File: src/rtl/lsc_pkg.sv
package lsc_pkg;

   localparam int unsigned LSC_BYTE_W = 8;
   localparam int unsigned LSC_CNT_W  = $clog2(LSC_BYTE_W);
   localparam int unsigned LSC_NREG   = 6;

   // register map, entry i in bits [i*8 +: 8]
   localparam logic [LSC_NREG*LSC_BYTE_W-1:0] LSC_MAP_ADDR =
      {8'h20, 8'h13, 8'h11, 8'h10, 8'h01, 8'h00};
   localparam logic [LSC_NREG*LSC_BYTE_W-1:0] LSC_MAP_DFLT =
      {8'h03, 8'h00, 8'h00, 8'h01, 8'h40, 8'h40};
   localparam logic [LSC_NREG*LSC_BYTE_W-1:0] LSC_MAP_MASK =
      {8'h0F, 8'hFF, 8'hFF, 8'h01, 8'h41, 8'h41};

   typedef logic [LSC_BYTE_W-1:0] lsc_byte_t;

   typedef enum logic [2:0] {
      ST_IDLE,
      ST_DEV,
      ST_PTR,
      ST_WDAT,
      ST_ACK,
      ST_RDAT,
      ST_RACK
   } lsc_state_e;

endpackage

File: src/rtl/lsc_bus_cond.sv
module lsc_bus_cond #(
   parameter int unsigned STAGES = 0
) (
   input  logic clk_i,
   input  logic rst_ni,
   input  logic scl_i,
   input  logic sda_i,
   output logic sda_o,
   output logic scl_rise_o,
   output logic scl_fall_o,
   output logic start_o,
   output logic stop_o
);

   logic scl_s, sda_s;
   logic scl_q, sda_q;

   if (STAGES == 0) begin : g_direct
      assign scl_s = scl_i;
      assign sda_s = sda_i;
   end else begin : g_pipe
      logic [STAGES-1:0] scl_p, sda_p;
      always_ff @(posedge clk_i or negedge rst_ni) begin
         if (!rst_ni) begin
            scl_p <= '1;
            sda_p <= '1;
         end else begin
            scl_p[0] <= scl_i;
            sda_p[0] <= sda_i;
            for (int k = 1; k < STAGES; k++) begin
               scl_p[k] <= scl_p[k-1];
               sda_p[k] <= sda_p[k-1];
            end
         end
      end
      assign scl_s = scl_p[STAGES-1];
      assign sda_s = sda_p[STAGES-1];
   end

   always_ff @(posedge clk_i or negedge rst_ni) begin
      if (!rst_ni) begin
         scl_q <= 1'b1;
         sda_q <= 1'b1;
      end else begin
         scl_q <= scl_s;
         sda_q <= sda_s;
      end
   end

   assign sda_o      = sda_s;
   assign scl_rise_o = scl_s & ~scl_q;
   assign scl_fall_o = ~scl_s & scl_q;
   assign start_o    = scl_s & scl_q & sda_q & ~sda_s;
   assign stop_o     = scl_s & scl_q & ~sda_q & sda_s;

endmodule

File: src/rtl/lsc_regfile.sv
module lsc_regfile
   import lsc_pkg::*;
#(
   parameter int unsigned                      NREG     = LSC_NREG,
   parameter logic [NREG*LSC_BYTE_W-1:0]       ADDR_MAP = LSC_MAP_ADDR,
   parameter logic [NREG*LSC_BYTE_W-1:0]       DFLT_MAP = LSC_MAP_DFLT,
   parameter logic [NREG*LSC_BYTE_W-1:0]       MASK_MAP = LSC_MAP_MASK
) (
   input  logic      clk_i,
   input  logic      rst_ni,
   input  lsc_byte_t ptr_i,
   input  logic      wr_en_i,
   input  lsc_byte_t wr_data_i,
   output lsc_byte_t rdata_o,
   output logic      hit_o
);

   logic [NREG-1:0]                 sel;
   logic [NREG-1:0][LSC_BYTE_W-1:0] rv;

   for (genvar i = 0; i < NREG; i++) begin : g_reg
      localparam lsc_byte_t A = ADDR_MAP[i*LSC_BYTE_W +: LSC_BYTE_W];
      localparam lsc_byte_t D = DFLT_MAP[i*LSC_BYTE_W +: LSC_BYTE_W];
      localparam lsc_byte_t M = MASK_MAP[i*LSC_BYTE_W +: LSC_BYTE_W];

      if ((D & ~M) != '0) begin : g_bad_dflt
         $error("default value sets bits outside the writable mask");
      end
      for (genvar j = i + 1; j < NREG; j++) begin : g_dup
         if (ADDR_MAP[j*LSC_BYTE_W +: LSC_BYTE_W] == A) begin : g_bad_addr
            $error("register address mapped twice");
         end
      end

      lsc_byte_t q;
      always_ff @(posedge clk_i or negedge rst_ni) begin
         if (!rst_ni)                    q <= D;
         else if (wr_en_i && ptr_i == A) q <= wr_data_i & M;
      end
      assign sel[i] = (ptr_i == A);
      assign rv[i]  = q;
   end

   always_comb begin
      rdata_o = '0;
      hit_o   = 1'b0;
      for (int i = 0; i < NREG; i++) begin
         if (sel[i]) begin
            rdata_o = rdata_o | rv[i];
            hit_o   = 1'b1;
         end
      end
   end

endmodule

File: src/rtl/lsc_engine.sv
module lsc_engine
   import lsc_pkg::*;
#(
   parameter logic [5:0] DEV_ADDR_HI = 6'b100100
) (
   input  logic      clk_i,
   input  logic      rst_ni,
   input  logic      scl_rise_i,
   input  logic      scl_fall_i,
   input  logic      start_i,
   input  logic      stop_i,
   input  logic      sda_i,
   input  logic      strap_i,
   input  logic      hit_i,
   input  lsc_byte_t rdata_i,
   output logic      pull_o,
   output lsc_byte_t ptr_o,
   output logic      wr_en_o,
   output lsc_byte_t wr_data_o
);

   localparam logic [LSC_CNT_W-1:0] LAST_BIT = LSC_CNT_W'(LSC_BYTE_W - 1);

   lsc_state_e           st, ack_nxt;
   logic [LSC_CNT_W-1:0] cnt;
   lsc_byte_t            sh, ptr, wdat;
   logic                 ack_half, pull, stb;
   lsc_byte_t            byte_in;

   assign byte_in = {sh[LSC_BYTE_W-2:0], sda_i};

   always_ff @(posedge clk_i or negedge rst_ni) begin
      if (!rst_ni) begin
         st       <= ST_IDLE;
         ack_nxt  <= ST_IDLE;
         cnt      <= '0;
         sh       <= '0;
         ptr      <= '0;
         wdat     <= '0;
         ack_half <= 1'b0;
         pull     <= 1'b0;
         stb      <= 1'b0;
      end else begin
         stb <= 1'b0;
         if (start_i) begin
            st       <= ST_DEV;
            cnt      <= '0;
            pull     <= 1'b0;
            ack_half <= 1'b0;
         end else if (stop_i) begin
            st       <= ST_IDLE;
            pull     <= 1'b0;
            ack_half <= 1'b0;
         end else begin
            case (st)
               ST_DEV: if (scl_rise_i) begin
                  sh  <= byte_in;
                  cnt <= cnt + 1'b1;
                  if (cnt == LAST_BIT) begin
                     cnt <= '0;
                     if (byte_in[LSC_BYTE_W-1:1] == {DEV_ADDR_HI, strap_i}) begin
                        st      <= ST_ACK;
                        ack_nxt <= byte_in[0] ? ST_RDAT : ST_PTR;
                     end else begin
                        st <= ST_IDLE;
                     end
                  end
               end
               ST_PTR: if (scl_rise_i) begin
                  sh  <= byte_in;
                  cnt <= cnt + 1'b1;
                  if (cnt == LAST_BIT) begin
                     cnt     <= '0;
                     ptr     <= byte_in;
                     st      <= ST_ACK;
                     ack_nxt <= ST_WDAT;
                  end
               end
               ST_WDAT: if (scl_rise_i) begin
                  sh  <= byte_in;
                  cnt <= cnt + 1'b1;
                  if (cnt == LAST_BIT) begin
                     cnt     <= '0;
                     wdat    <= byte_in;
                     stb     <= hit_i;
                     st      <= ST_ACK;
                     ack_nxt <= ST_IDLE;
                  end
               end
               ST_ACK: if (scl_fall_i) begin
                  if (!ack_half) begin
                     pull     <= 1'b1;
                     ack_half <= 1'b1;
                  end else begin
                     ack_half <= 1'b0;
                     st       <= ack_nxt;
                     cnt      <= '0;
                     if (ack_nxt == ST_RDAT) begin
                        sh   <= rdata_i;
                        pull <= ~rdata_i[LSC_BYTE_W-1];
                     end else begin
                        pull <= 1'b0;
                     end
                  end
               end
               ST_RDAT: begin
                  if (scl_fall_i) begin
                     sh   <= {sh[LSC_BYTE_W-2:0], 1'b0};
                     pull <= ~sh[LSC_BYTE_W-2];
                  end
                  if (scl_rise_i) begin
                     cnt <= cnt + 1'b1;
                     if (cnt == LAST_BIT) begin
                        cnt <= '0;
                        st  <= ST_RACK;
                     end
                  end
               end
               ST_RACK: begin
                  if (scl_fall_i) pull <= 1'b0;
                  if (scl_rise_i) st   <= ST_IDLE;
               end
               default: ;
            endcase
         end
      end
   end

   assign pull_o    = pull;
   assign ptr_o     = ptr;
   assign wr_en_o   = stb;
   assign wr_data_o = wdat;

endmodule

File: src/rtl/linkswitch_cfg_slave.sv
module linkswitch_cfg_slave
   import lsc_pkg::*;
#(
   parameter logic [5:0]  DEV_ADDR_HI = 6'b100100,
   parameter int unsigned SYNC_STAGES = 0
) (
   input  logic                  clk_i,
   input  logic                  rst_ni,
   input  logic                  scl_i,
   input  logic                  sda_i,
   input  logic                  addr_strap_i,
   output logic                  sda_pull_o,
   output logic                  wr_stb_o,
   output logic [LSC_BYTE_W-1:0] wr_addr_o,
   output logic [LSC_BYTE_W-1:0] wr_data_o
);

   if (SYNC_STAGES > 4) begin : g_bad_stages
      $error("SYNC_STAGES above 4 is not supported");
   end

   logic      sda_s, scl_rise, scl_fall, start, stop;
   logic      hit, wr_en;
   lsc_byte_t ptr, rdata, wdat;

   lsc_bus_cond #(.STAGES(SYNC_STAGES)) u_cond (
      .clk_i      (clk_i),
      .rst_ni     (rst_ni),
      .scl_i      (scl_i),
      .sda_i      (sda_i),
      .sda_o      (sda_s),
      .scl_rise_o (scl_rise),
      .scl_fall_o (scl_fall),
      .start_o    (start),
      .stop_o     (stop)
   );

   lsc_engine #(.DEV_ADDR_HI(DEV_ADDR_HI)) u_eng (
      .clk_i      (clk_i),
      .rst_ni     (rst_ni),
      .scl_rise_i (scl_rise),
      .scl_fall_i (scl_fall),
      .start_i    (start),
      .stop_i     (stop),
      .sda_i      (sda_s),
      .strap_i    (addr_strap_i),
      .hit_i      (hit),
      .rdata_i    (rdata),
      .pull_o     (sda_pull_o),
      .ptr_o      (ptr),
      .wr_en_o    (wr_en),
      .wr_data_o  (wdat)
   );

   lsc_regfile u_regs (
      .clk_i     (clk_i),
      .rst_ni    (rst_ni),
      .ptr_i     (ptr),
      .wr_en_i   (wr_en),
      .wr_data_i (wdat),
      .rdata_o   (rdata),
      .hit_o     (hit)
   );

   assign wr_stb_o  = wr_en;
   assign wr_addr_o = ptr;
   assign wr_data_o = wdat;

endmodule

File: config.mk
export PLATFORM = sky130hd
export DESIGN_NAME = linkswitch_cfg_slave
export DESIGN_NICKNAME = d
export VERILOG_FILES = /design/src/rtl/lsc_pkg.sv /design/src/rtl/lsc_bus_cond.sv /design/src/rtl/lsc_regfile.sv /design/src/rtl/lsc_engine.sv /design/src/rtl/linkswitch_cfg_slave.sv
export SDC_FILE = /design/constraint.sdc
export NUM_CORES = 1
export LEC_CHECK = 0
export ABC_AREA = 1
export BUFFER_PORTS_ARGS = -buffer_cell sky130_fd_sc_hd__buf_2
export CAP_MARGIN = 20
export CORE_MARGIN = 10
export CORE_UTILIZATION = 35
export DETAILED_ROUTE_END_ITERATION = 6
export PLACE_DENSITY = 0.59
export SKIP_CTS_REPAIR_TIMING = 1
export SYNTH_ARGS = -nofsm -noshare
export SYNTH_HDL_FRONTEND = slang
export SYNTH_HIERARCHICAL = 1
export SYNTH_SLANG_ARGS = --single-unit
export TNS_END_PERCENT = 10
File: constraint.sdc
create_clock -name clk_i -period 1.6 [get_ports clk_i]
set_input_delay 0.32 -clock clk_i [delete_from_list [all_inputs] [get_ports clk_i]]
set_output_delay 0.32 -clock clk_i [all_outputs]
set_load 0.02 [all_outputs]
=== Yosys cells after proc, flatten, opt, wreduce, memory -nomap -nowiden ===
Index checks and enable logic that the tools add are counted.

* Register bits: 62
* Latch bits: 0
* Memory bits (writable): 0
* Memory bits (read-only): 0
* Input port bits: 5
* Output and inout bits: 18
* Memories kept: 0

* $add $sub $neg: 1
* $mul: 0
* Div/mod/pow operators: 0
* Order comparisons: 0
* Eq/ne operators: 41
* Shift operators: 0
* Multiplexer cells: 65
* Bitwise gates (word level): 20
* Reductions and logical operators: 25

{| class="wikitable"
|+ Operator list
! operator !! count
|-
| $mux 3 || 26
|-
| $mux 7 || 6
|-
| $mux 8 || 5
|-
| $eq 8x5->1 const B || 3
|-
| $ne 4x4->1 const B || 6
|-
| $mux 1 || 23
|-
| $pmux 7 s3 || 1
|-
| $reduce_and 10->1 || 2
|-
| $or 8x8->8 || 2
|-
| $eq 3x3->1 const B || 5
|-
| $pmux 3 s5 || 1
|-
| $reduce_and 5->1 || 3
|-
| $reduce_bool 3->1 || 5
|-
| $ne 2x1->1 const B || 7
|-
| $ne 2x2->1 const B || 6
|-
| $ne 4x3->1 const B || 3
|-
| $pmux 3 s3 || 1
|-
| $eq 8x1->1 const B || 1
|-
| $eq 8x6->1 const B || 1
|-
| $logic_not 8->1 || 1
|-
| $ne 4x1->1 const B || 2
|-
| $not 1->1 || 8
|-
| $or 8x1->8 || 1
|-
| $or 8x4->8 || 1
|-
| 20 further kinds || 32
|}

=== Longest topological paths before layout ===
Gate-level depths: netlist of run 1.

* Depth in word-level cells: 19
* Mapped depth: 12
* Depth with buffers taken out: 12

=== By module ===
Netlist of run 1, hierarchy kept.

{| class="wikitable"
|+ Modules (own cells, without submodules)
! module !! times used !! cells an instance !! area each (µm²) !! sequential area each (µm²)
|-
| lsc_engine || 1 || 243 || 1,893.1 || 875.8
|-
| lsc_regfile || 1 || 177 || 1,407.6 || 631.9
|-
| lsc_bus_cond || 1 || 14 || 101.3 || 52.6
|}

=== Least setup slack after synthesis of run 1 ===
Ideal clock, no wire load.

* Kind: register to register
* Start point: reg u_cond.scl_q
* End point: reg u_eng.cnt[2]
* Setup time: 117 ps
* Arrival time: 1,449 ps
* Required time: 1,483 ps
* Path slack: 34 ps
* Cell stages (with the launch flop): 10
* Period minus slack after synthesis: 1,566 ps
* Cell sequence: dfstp_2 > nand2_1 > nor2_1 > inv_1 > nand2_1 > o21ai_1 > nor2_2 > nand2_1 > nand2_1 > nand2_1

* Word-level cells in the longest chain between the ends: 5
* Elaborated cells on any way between the ends: 15
* Classes of those cells: 4 x eq/ne; 1 x mux; 8 x bitwise; 2 x reduce/logical

{| class="wikitable"
|+ RTL lines
! item !! RTL line !! text
|-
| start: declaration || lsc_bus_cond.sv:16 || <nowiki>logic scl_q, sda_q;</nowiki>
|-
| start signal: assignment || lsc_bus_cond.sv:45 || <nowiki>scl_q <= scl_s;</nowiki>
|-
| $and 1x1->1 * (3 in a row) || lsc_bus_cond.sv:53 || <nowiki>assign start_o = scl_s & scl_q & sda_q & ~sda_s;</nowiki>
|-
| via start || linkswitch_cfg_slave.sv:22 || <nowiki>logic sda_s, scl_rise, scl_fall, start, stop;</nowiki>
|-
| $ne 3x2->1 (no line) (tied with other cells) || n/a ||
|-
| $reduce_and 5->1 (no line) || n/a ||
|-
| end signal: assignment || lsc_engine.sv:58 || <nowiki>cnt <= cnt + 1'b1;</nowiki>
|-
| end signal: assignment || lsc_engine.sv:71 || <nowiki>cnt <= cnt + 1'b1;</nowiki>
|-
| end signal: assignment || lsc_engine.sv:81 || <nowiki>cnt <= cnt + 1'b1;</nowiki>
|-
| end: declaration || lsc_engine.sv:25 || <nowiki>logic [LSC_CNT_W-1:0] cnt;</nowiki>
|}

The timed path passes the listed nets; every way through them passes the cells marked *.
A chain may end at the register's enable or synchronous reset.

=== Worst setup path in the final report of run 1 ===
* Start point: reg u_cond.sda_q
* End point: reg u_eng.wdat[4] (netlist: u_eng/wr_data_o[4])

* Word-level cells in the longest chain between the ends: 5
* Elaborated cells on any way between the ends: 8
* Classes of those cells: 7 x bitwise; 1 x reduce/logical

{| class="wikitable"
|+ RTL lines
! item !! RTL line !! text
|-
| start: declaration || lsc_bus_cond.sv:16 ||
|-
| start signal: assignment || lsc_bus_cond.sv:46 || <nowiki>sda_q <= sda_s;</nowiki>
|-
| $not 1->1 || lsc_bus_cond.sv:54 || <nowiki>assign stop_o = scl_s & scl_q & ~sda_q & sda_s;</nowiki>
|-
| $and 1x1->1 (2 in a row) || lsc_bus_cond.sv:54 ||
|-
| via stop || linkswitch_cfg_slave.sv:22 ||
|-
| $not 1->1 (no line) || n/a ||
|-
| $reduce_and 5->1 (no line) || n/a ||
|-
| end signal: assignment || lsc_engine.sv:84 || <nowiki>wdat <= byte_in;</nowiki>
|-
| end: declaration || lsc_engine.sv:26 || <nowiki>lsc_byte_t sh, ptr, wdat;</nowiki>
|}

The timed path passes the listed nets, and every way through them passes these cells.

==> results of run 1 <==
state kept, by name (all words and copies together), names as in the netlist:
signal	flops
u_regs/g.q	25
u_eng/ptr_o	8
u_eng/wr_data_o	8
u_eng/sh	7
u_eng/ack_nxt	3
u_eng/cnt	3
u_eng/st	3
u_cond/scl_q	1
u_cond/sda_q	1
u_eng/ack_half	1
u_eng/pull_o	1
u_eng/wr_en_o	1
Yosys cell counts, types with 4 or more instances:
cell and n:
sky130_fd_sc_hd__buf_2 4, sky130_fd_sc_hd__dfrtp_1 55, sky130_fd_sc_hd__dfstp_2 7, sky130_fd_sc_hd__inv_1 37, sky130_fd_sc_hd__inv_2 5, sky130_fd_sc_hd__nand2_1 144
sky130_fd_sc_hd__nand2_2 10, sky130_fd_sc_hd__nand2_4 5, sky130_fd_sc_hd__nand3_1 40, sky130_fd_sc_hd__nor2_1 29, sky130_fd_sc_hd__nor2_2 7, sky130_fd_sc_hd__nor2_4 4
sky130_fd_sc_hd__o21ai_0 25, sky130_fd_sc_hd__o21ai_1 25, sky130_fd_sc_hd__o21ai_2 12
stage by stage:
step / hold slack [ns] / area (um^2)
2_1_floorplan: 0.0244 / 3400
3_3_place_gp: 0.360 / 3820
3_5_place_dp: 0.361 / 3820
4_1_cts: -0.0212 / 4010
5_1_grt: 0.0925 / 4290
6_report: 0.105 / 4290
worst reg2reg max path: stages, from the launching register on:
cell                      delay [ns]
sky130_fd_sc_hd__dfstp_2        0.54
sky130_fd_sc_hd__inv_2          0.03
sky130_fd_sc_hd__nand2_2        0.04
sky130_fd_sc_hd__nor2_2         0.05
sky130_fd_sc_hd__nor2_4         0.19
sky130_fd_sc_hd__inv_2          0.07
sky130_fd_sc_hd__nor2_4         0.22
sky130_fd_sc_hd__nand2_4        0.11
sky130_fd_sc_hd__buf_12         0.16
sky130_fd_sc_hd__nand2_2        0.05
sky130_fd_sc_hd__o21ai_1        0.05
final cells by class:
class	count	area, um^2
Sequential cell	62	1560
Clock buffer	12	165
Multi-Input combinational cell	320	1750
Tap cell	129	161
Timing Repair Buffer	58	449
Clock inverter	4	28.8
Inverter	44	173
Fill cell	956	5090
metal layers:
layer / wire length, um / part of all wire
met5: 0 / 0
met4: 197 / 0.022
met3: 289 / 0.032
met2: 4390 / 0.48
met1: 4220 / 0.46
how the worst min path moves through the flow:
stage / startpoint / slack [ns] / end / depth (start not counted)
2_1_floorplan: rst_ni / 0.02 / u_eng/ack_half / 0
3_3_place_gp: rst_ni / 0.36 / u_regs/g_reg[3].q[5] / 2
3_5_place_dp: rst_ni / 0.36 / u_regs/g_reg[3].q[4] / 2
4_1_cts: rst_ni / -0.02 / u_regs/g_reg[5].q[3] / 2
5_1_grt: sda_i / 0.09 / u_cond/sda_q / 1
6_report: sda_i / 0.11 / u_cond/sda_q / 1
kinds of logic (layout without fill, tap and decap cells):
family          Yosys count  in the layout  share of synthesized area
simple gates            250            252                      0.342
compound gates           65             65                      0.110
flops                    62             62                      0.459
buf+inv                  54            118                     0.0780
fa+ha+maj                 3              3                     0.0110
power breakdown:
group	internal, mW	total [mW]	switching (mW)	leakage (nW)
logic	0.617	1.76	1.14	1.21
registers	1.75	1.91	0.155	0.820
clock network	0.692	1.36	0.663	0.0950
total	3.06	5.02	1.96	2.12
==> results list, run 1 <==
- Counting flops and latches in the post-synthesis netlist gives 62.
* Met3 Use GR: 0.0324
- The routed layout has 3005 vias.
* Total I/O pin count: 23
* Critical path depth: 10
* Number of clock buffers inserted by TritonCTS: 9
- Cell count after placement: ~600
- Post-route core utilization: 0.457
* Root Buffer: sky130_fd_sc_hd__clkbuf_8
- Cell with the largest stage delay on the worst path: sky130_fd_sc_hd__dfstp_2
- Category of cells accounting for the largest share of critical-path delay: simple AND/OR/NAND/NOR gates
- Count of nets after finishing: 503
- Die width: 119 um
- In the final layout, the share of cells above drive strength 1 is 0.338.
* Die Y-Extent: between 100 and 150 um
* Capture point of the worst path: u_eng/wr_data_o[4]
- The number of global-route vias before repair was 2963.
- Register-to-Register Setup Slack: -0.02 ns
* Worst setup slack before clock tree synthesis: -0.129 ns
* Final setup violation count: 8
- Register clock-pin slew on the reported worst setup and hold paths: approximately 0.070 ns
* Initial cell density of the core: 0.363
- Once routing completed, OpenROAD measured the worst setup slack at -0.0219 ns.
* Class of the most critical hold timing path: in -> reg
* Top cell type by total area after synthesis: sky130_fd_sc_hd__dfrtp_1
- In this run the critical register-to-register path is captured at u_eng/wr_data_o[4].
* List of cells traversed by the critical path: inv_2 -> nand2_2 -> nor2_2 -> nor2_4 -> inv_2 -> nor2_4 -> nand2_4 -> buf_12 -> nand2_2 -> o21ai_1
- Power consumption: 5.02 mW
- Subtracting the final worst setup slack from the clock period gives 1.62 ns.
- In this run the power density over the cells is 1170 nW/um^2.
- For this run, the leading register cell type out of synthesis is sky130_fd_sc_hd__dfrtp_1.
- Final count of hold timing violations: 0
- The clock passes through at most 2 buffers.
- Number of DRC markers after the initial detailed-route iteration: 180
* Post-synth design cell area: 3400 um^2
- Sort of element at the end of the critical path: flop
- After synthesis, the netlist uses 33 different library cells.
* Number of enable flip-flop cells after synthesis: 0
- Met1 usage: 0.155
- Mean instance size in the synthesized netlist: approximately 8 um^2
* Final Routed Wirelength: 9.10 mm
- CP max FO: 8
* GPL Wtd Cong: 0.883
- Buffers placed on the I/O ports in this run total 22.
* Total routing usage reported by global routing: 0.127
- CP Class: reg -> reg
- Setup repair after global routing could not meet its margin everywhere.
- The first detailed-routing pass ran for 4 iterations.
- The number of antenna violations at the first check in global routing is 0.
- Register-to-Register Path Depth: 10
- Outcome: finished with violations
- In the post-synthesis netlist, the biggest area contributors are sky130_fd_sc_hd__dfrtp_1 40%, sky130_fd_sc_hd__nand2_1 16%, sky130_fd_sc_hd__nand3_1 5.9%.
- 0 antenna diodes ended up in the layout.
- Share of the synthesized area in the top cell type: 0.405
- Required @ worst endpoint: 1.83 ns
* Largest net degree at the start of global routing: 63
- Layout overhead on the synthesized area: 26.0%
- Die area: 14100 um^2
* H-Tree Depth: 3
- Crit path arrival time: 1.85 ns
- After global routing the overflow that remains totals 0.
- Most common library cell in the layout ignoring fill and taps: sky130_fd_sc_hd__nand2_1
- Number of nets produced by synthesis: 442
* Achievable Freq: 617 MHz
- The floorplan has 35 rows.
- Worst slew margin relative to its limit: 0.773
- Core area: about 9400 um^2
- Clock tree from TritonCTS: yes
- Failing checks: negative setup slack
* Leak: between 2 and 2.5 nW
- During synthesis, Yosys emitted a total of 6 warnings.
- In this run the critical register-to-register path is launched from u_cond/sda_q.
- Of the synthesized area, sequential elements account for 0.459.
- After detailed routing, the average wire length per cell comes to approximately 14 um.
- Fraction of registers with async set or reset after synthesis: 1.00
* Worst vdd ir: 484 uV
* Global routing usage on met2: 0.207
- The number of pins with negative max-slew slack in the final report came to 0.
- Clock insertion delay at the later pin of the skew report: 0.35 ns
* Worst path bufs/invs: 3
- Ratio of final minimum period to clock period: 1.01
- For this run, design rule violations remaining after detail routing come to 0.
- The tool flagged a number of max-cap violations equal to 0.
* Top library cells by usage in the layout, fill and taps aside: 131 x sky130_fd_sc_hd__nand2_1, 53 x sky130_fd_sc_hd__dfrtp_1, 37 x sky130_fd_sc_hd__nand3_1
- Final std cells w/o fill: 629
- Layer with the highest usage after global routing: met2
- The HPWL after detailed placement is 6.45 mm.
* First-pass GRT wire length: 14.6 mm
- Crit path launch: u_cond/sda_q
* DR vias/cell: roughly 4.8
* Synth Instances: 434
* Slew at the pin with the worst max-slew slack: 0.341 ns
* Count of nets left with antenna violations after detail routing: 0
* Delay contributed by the slowest stage of the critical path: 0.54 ns
- Worst Setup Start Kind: flop
- CTS saw 62 sinks.
- Final TNS setup: -0.134 ns
- Setup clock skew after layout: 0.00756 ns
Note: power is estimated with default switching activity, not from simulation.
==> run 2, diff against run 1 <==
--- a/config.mk
+++ b/config.mk
@@ -11,6 +11,7 @@
 export CORE_MARGIN = 10
 export CORE_UTILIZATION = 35
 export DETAILED_ROUTE_END_ITERATION = 6
+export GPL_ROUTABILITY_DRIVEN = 1
 export PLACE_DENSITY = 0.59
 export SKIP_CTS_REPAIR_TIMING = 1
 export SYNTH_ARGS = -nofsm -noshare
==> constraint.sdc (replaced) <==
create_clock -name clk_i -period 1.6 [get_ports clk_i]
set_input_delay 0.16 -clock clk_i [delete_from_list [all_inputs] [get_ports clk_i]]
set_output_delay 0.16 -clock clk_i [all_outputs]
set_load 0.02 [all_outputs]
==> results list, run 2 (same netlist as run 1, synthesis figures left out) <==
* Num rows: 35 (unchanged)
- The startpoint identified for the worst register-to-register timing path is u_cond/sda_q.
* First-pass GRT wire length: 14.5 mm (-0.90%)
- Maximum root-to-sink buffer count: 2 (unchanged)
- Met3 Use GR: 0.0376 (+0.00524)
- The first-iteration detailed-routing DRC count was 182 (+1.1%).
* Achievable Freq: 597 MHz (-3.2%)
- Share of layout cells above drive strength 1: 0.301 (-0.0366)
- Cell count after placement: 602 (unchanged)
* H-Tree Depth: 3 (unchanged)
- The total leakage power came to 2.06 nW (-2.9%).
- The number of global-route vias before repair came to 2912 (-1.7%).
- Required @ worst endpoint: 1.83 ns (about the same)
* Internal: 2.96 mW (-3.3%)
* GPL Wtd Cong: 0.865 (-2.1%)
- Worst Setup Start Kind: flop
- Die Y-Extent: 119 um (unchanged)
- Register ranked first by flip-flop count: u_regs/g.q
* Register clock-pin slew on the reported worst setup and hold paths: 0.07 ns (about the same)
- Clock tree from TritonCTS: yes
- The root buffer cell chosen for the clock tree is sky130_fd_sc_hd__clkbuf_8.
- Final TNS setup: -0.517 ns (-0.383 ns)
- The part of the cycle the worst path needs was 1.05 (+0.0332).
- Among cell families on the critical path, the largest total delay comes from simple AND/OR/NAND/NOR gates.
- Crit path arrival time: 1.90 ns (+0.05 ns)
- The largest individual stage delay along the critical path comes from the cell sky130_fd_sc_hd__dfstp_2.
* First-pass iteration count of the detailed router: 4 (unchanged)
* Largest net degree at the start of global routing: 30 (-52%)
* Number of clock buffers inserted by TritonCTS: 9 (unchanged)
- The worst setup path is captured at a flop.
- DR vias/cell: 4.80 (+0.51%)
* Number of buffers inserted by port buffering: 22 (unchanged)
* Hold path startpoint: sda_i
- Post-route setup slack: -0.0750 ns (-0.0531 ns)
- Outcome: finished with violations
- Leaving out fill and tap cells, the most frequent cell in the layout is sky130_fd_sc_hd__nand2_1.
- Antenna violations before repair: 0 (unchanged)
- Capture point of the worst path: u_eng/ptr_o[4]
- The leftover overflow at the end of global routing is 0 (unchanged).
- The met2 demand-to-capacity share in global routing was 0.202 (-0.00484).
- Post-Route Hold Slack: 0.221 ns (+0.116 ns)
* Delay contributed by the slowest stage of the critical path: 0.54 ns (about the same)
- DPL Wire Length: 6.37 mm (-1.1%)
* CP max FO: 8 (unchanged)
- The worst-case clock skew is 0.0167 ns (+0.00913 ns).
- Total I/O pin count: 23 (unchanged)
* Number of max-cap violations: 0 (unchanged)
* Final std cells w/o fill: 630 (+0.16%)
* Die area: 14100 um^2 (unchanged)
* Core area: 9370 um^2 (unchanged)
- Met1 usage: 0.157 (+0.00225)
- The proportion of power drawn by flip-flops and latches was 0.390 (+0.010).
* Failing checks: negative setup slack
- Ratio of total power to cell area: 1180 nW/um^2 (+0.67%)
- The average wire per standard cell is 14.2 um (-2.0%).
- The number of clock sinks is 62 (unchanged).
* CP Class: reg -> reg
* Worst vdd ir: 528 uV (+9.1%)
- The most critical setup path has its startpoint at u_cond/sda_q.
- Routed vias: 3025 (+0.67%)
- The sum of buffers and inverters on the critical path came to 2 (-1).
- Total routing usage reported by global routing: 0.126 (-0.000878)
* Max-slew violation count: 0 (unchanged)
* Die width: 119 um (unchanged)
- Final setup violation count: 18 (+10)
- The number of nets in the layout came to 504 (+0.20%).
* Layer with the highest usage after global routing: met2
* Count of nets left with antenna violations after detail routing: 0 (unchanged)
- The wire length reported by the detailed router came to 8.93 mm (-1.9%).
* Final Critical Period: 1.68 ns (+0.0531 ns)
- The effective utilization at floorplan came to 0.363 (unchanged).
* Portion of total power attributed to the clock network: 0.248 (-0.022)
* Clock insertion delay at the later pin of the skew report: 0.35 ns (about the same)
- Final count of hold timing violations: 0 (unchanged)
- The transition at the pin with the smallest max-transition slack is 0.505 ns (+0.163 ns).
* List of cells traversed by the critical path: inv_2 -> nand2_2 -> nor2_2 -> nor2_4 -> inv_2 -> nor2_4 -> nand3_4 -> nand2_1 -> o21ai_1
* Top library cells by usage in the layout, fill and taps aside: 134 x sky130_fd_sc_hd__nand2_1, 55 x sky130_fd_sc_hd__dfrtp_1, 39 x sky130_fd_sc_hd__nand3_1
- The switching share of power came to 0.397 (+0.00683).
* Class of the most critical hold timing path: in -> reg
* Antenna cells: 0 (unchanged)
- The proportion of power drawn by combinational gates was 0.362 (+0.012).
- Critical path depth: 9 (-1)
- Sw power: 1.95 mW (-0.44%)
- Layout overhead on the synthesized area: 22.4%
- Reg-to-reg endpoint: u_eng/ptr_o[4]
- Register-to-Register Setup Slack: -0.08 ns (-0.05 ns)
* Setup repair after global routing missed its margin: true
* DRC violation count after routing: 0 (unchanged)
* Fill cells: 938 (-1.9%)
- Worst slew margin relative to its limit: 0.664 (-0.109)
- The number of cells traversed by the worst register-to-register path came to 9 (-1).
- Flip-flop count of the largest register, all copies and words added: 25 (unchanged)
## run 2: cell type report
type                       instances  area [um^2]  share of cell area
clock buffer                      10          128              0.0306
clock inverter                     6         38.8             0.00931
inverter                          44          169              0.0406
multi-input combinational        320         1690               0.405
sequential                        62         1560               0.375
tap                              129          161              0.0388
timing repair buffer              59          420               0.101
## run 2: worst reg2reg max path, stage by stage, from the launching register on
cell,delay (ns)
sky130_fd_sc_hd__dfstp_2,0.54
sky130_fd_sc_hd__inv_2,0.04
sky130_fd_sc_hd__nand2_2,0.05
sky130_fd_sc_hd__nor2_2,0.05
sky130_fd_sc_hd__nor2_4,0.16
sky130_fd_sc_hd__inv_2,0.08
sky130_fd_sc_hd__nor2_4,0.28
sky130_fd_sc_hd__nand3_4,0.19
sky130_fd_sc_hd__nand2_1,0.09
sky130_fd_sc_hd__o21ai_1,0.07
## run 2: power groups by stage
stage,Sequential (mW),Clock (mW),Combinational (mW)
2_1_floorplan,1.91,0,1.14
3_3_place_gp,1.93,0,1.50
3_5_place_dp,1.93,0,1.52
4_1_cts,1.90,1.25,1.53
5_1_grt,1.94,1.31,2.00
6_report,1.92,1.22,1.78
## run 2: per-layer routing
metal  vias up  wire [um]
li1       1521          -
met1      1439       4090
met2        54       4330
met3        11        378
met4         0        130
met5         -          0
## run 2: metrics by stage
stage | power (mW) | util | setup slack, ns | cell area [um^2]
after floorplan | 3.05 | - | 0.0339 | 3400
after global placement | 3.42 | 0.406 | 0.0192 | 3800
after detailed placement | 3.45 | 0.406 | -0.0264 | 3800
after CTS | 4.68 | 0.424 | -0.0423 | 3970
after global routing | 5.25 | 0.444 | -0.160 | 4170
final | 4.92 | 0.444 | -0.0750 | 4170
## run 2: how the worst min path moves through the flow
stage / to / slack, ns / cells past startpoint
floorplan: u_eng/ack_half / -0.14 / 0
global placement: u_eng/wr_data_o[4] / 0.16 / 1
detailed placement: u_regs/g_reg[4].q[4] / 0.16 / 1
CTS: u_regs/g_reg[3].q[3] / -0.22 / 1
global route: u_eng/ptr_o[0] / 0.26 / 3
finish: u_eng/ptr_o[0] / 0.22 / 3
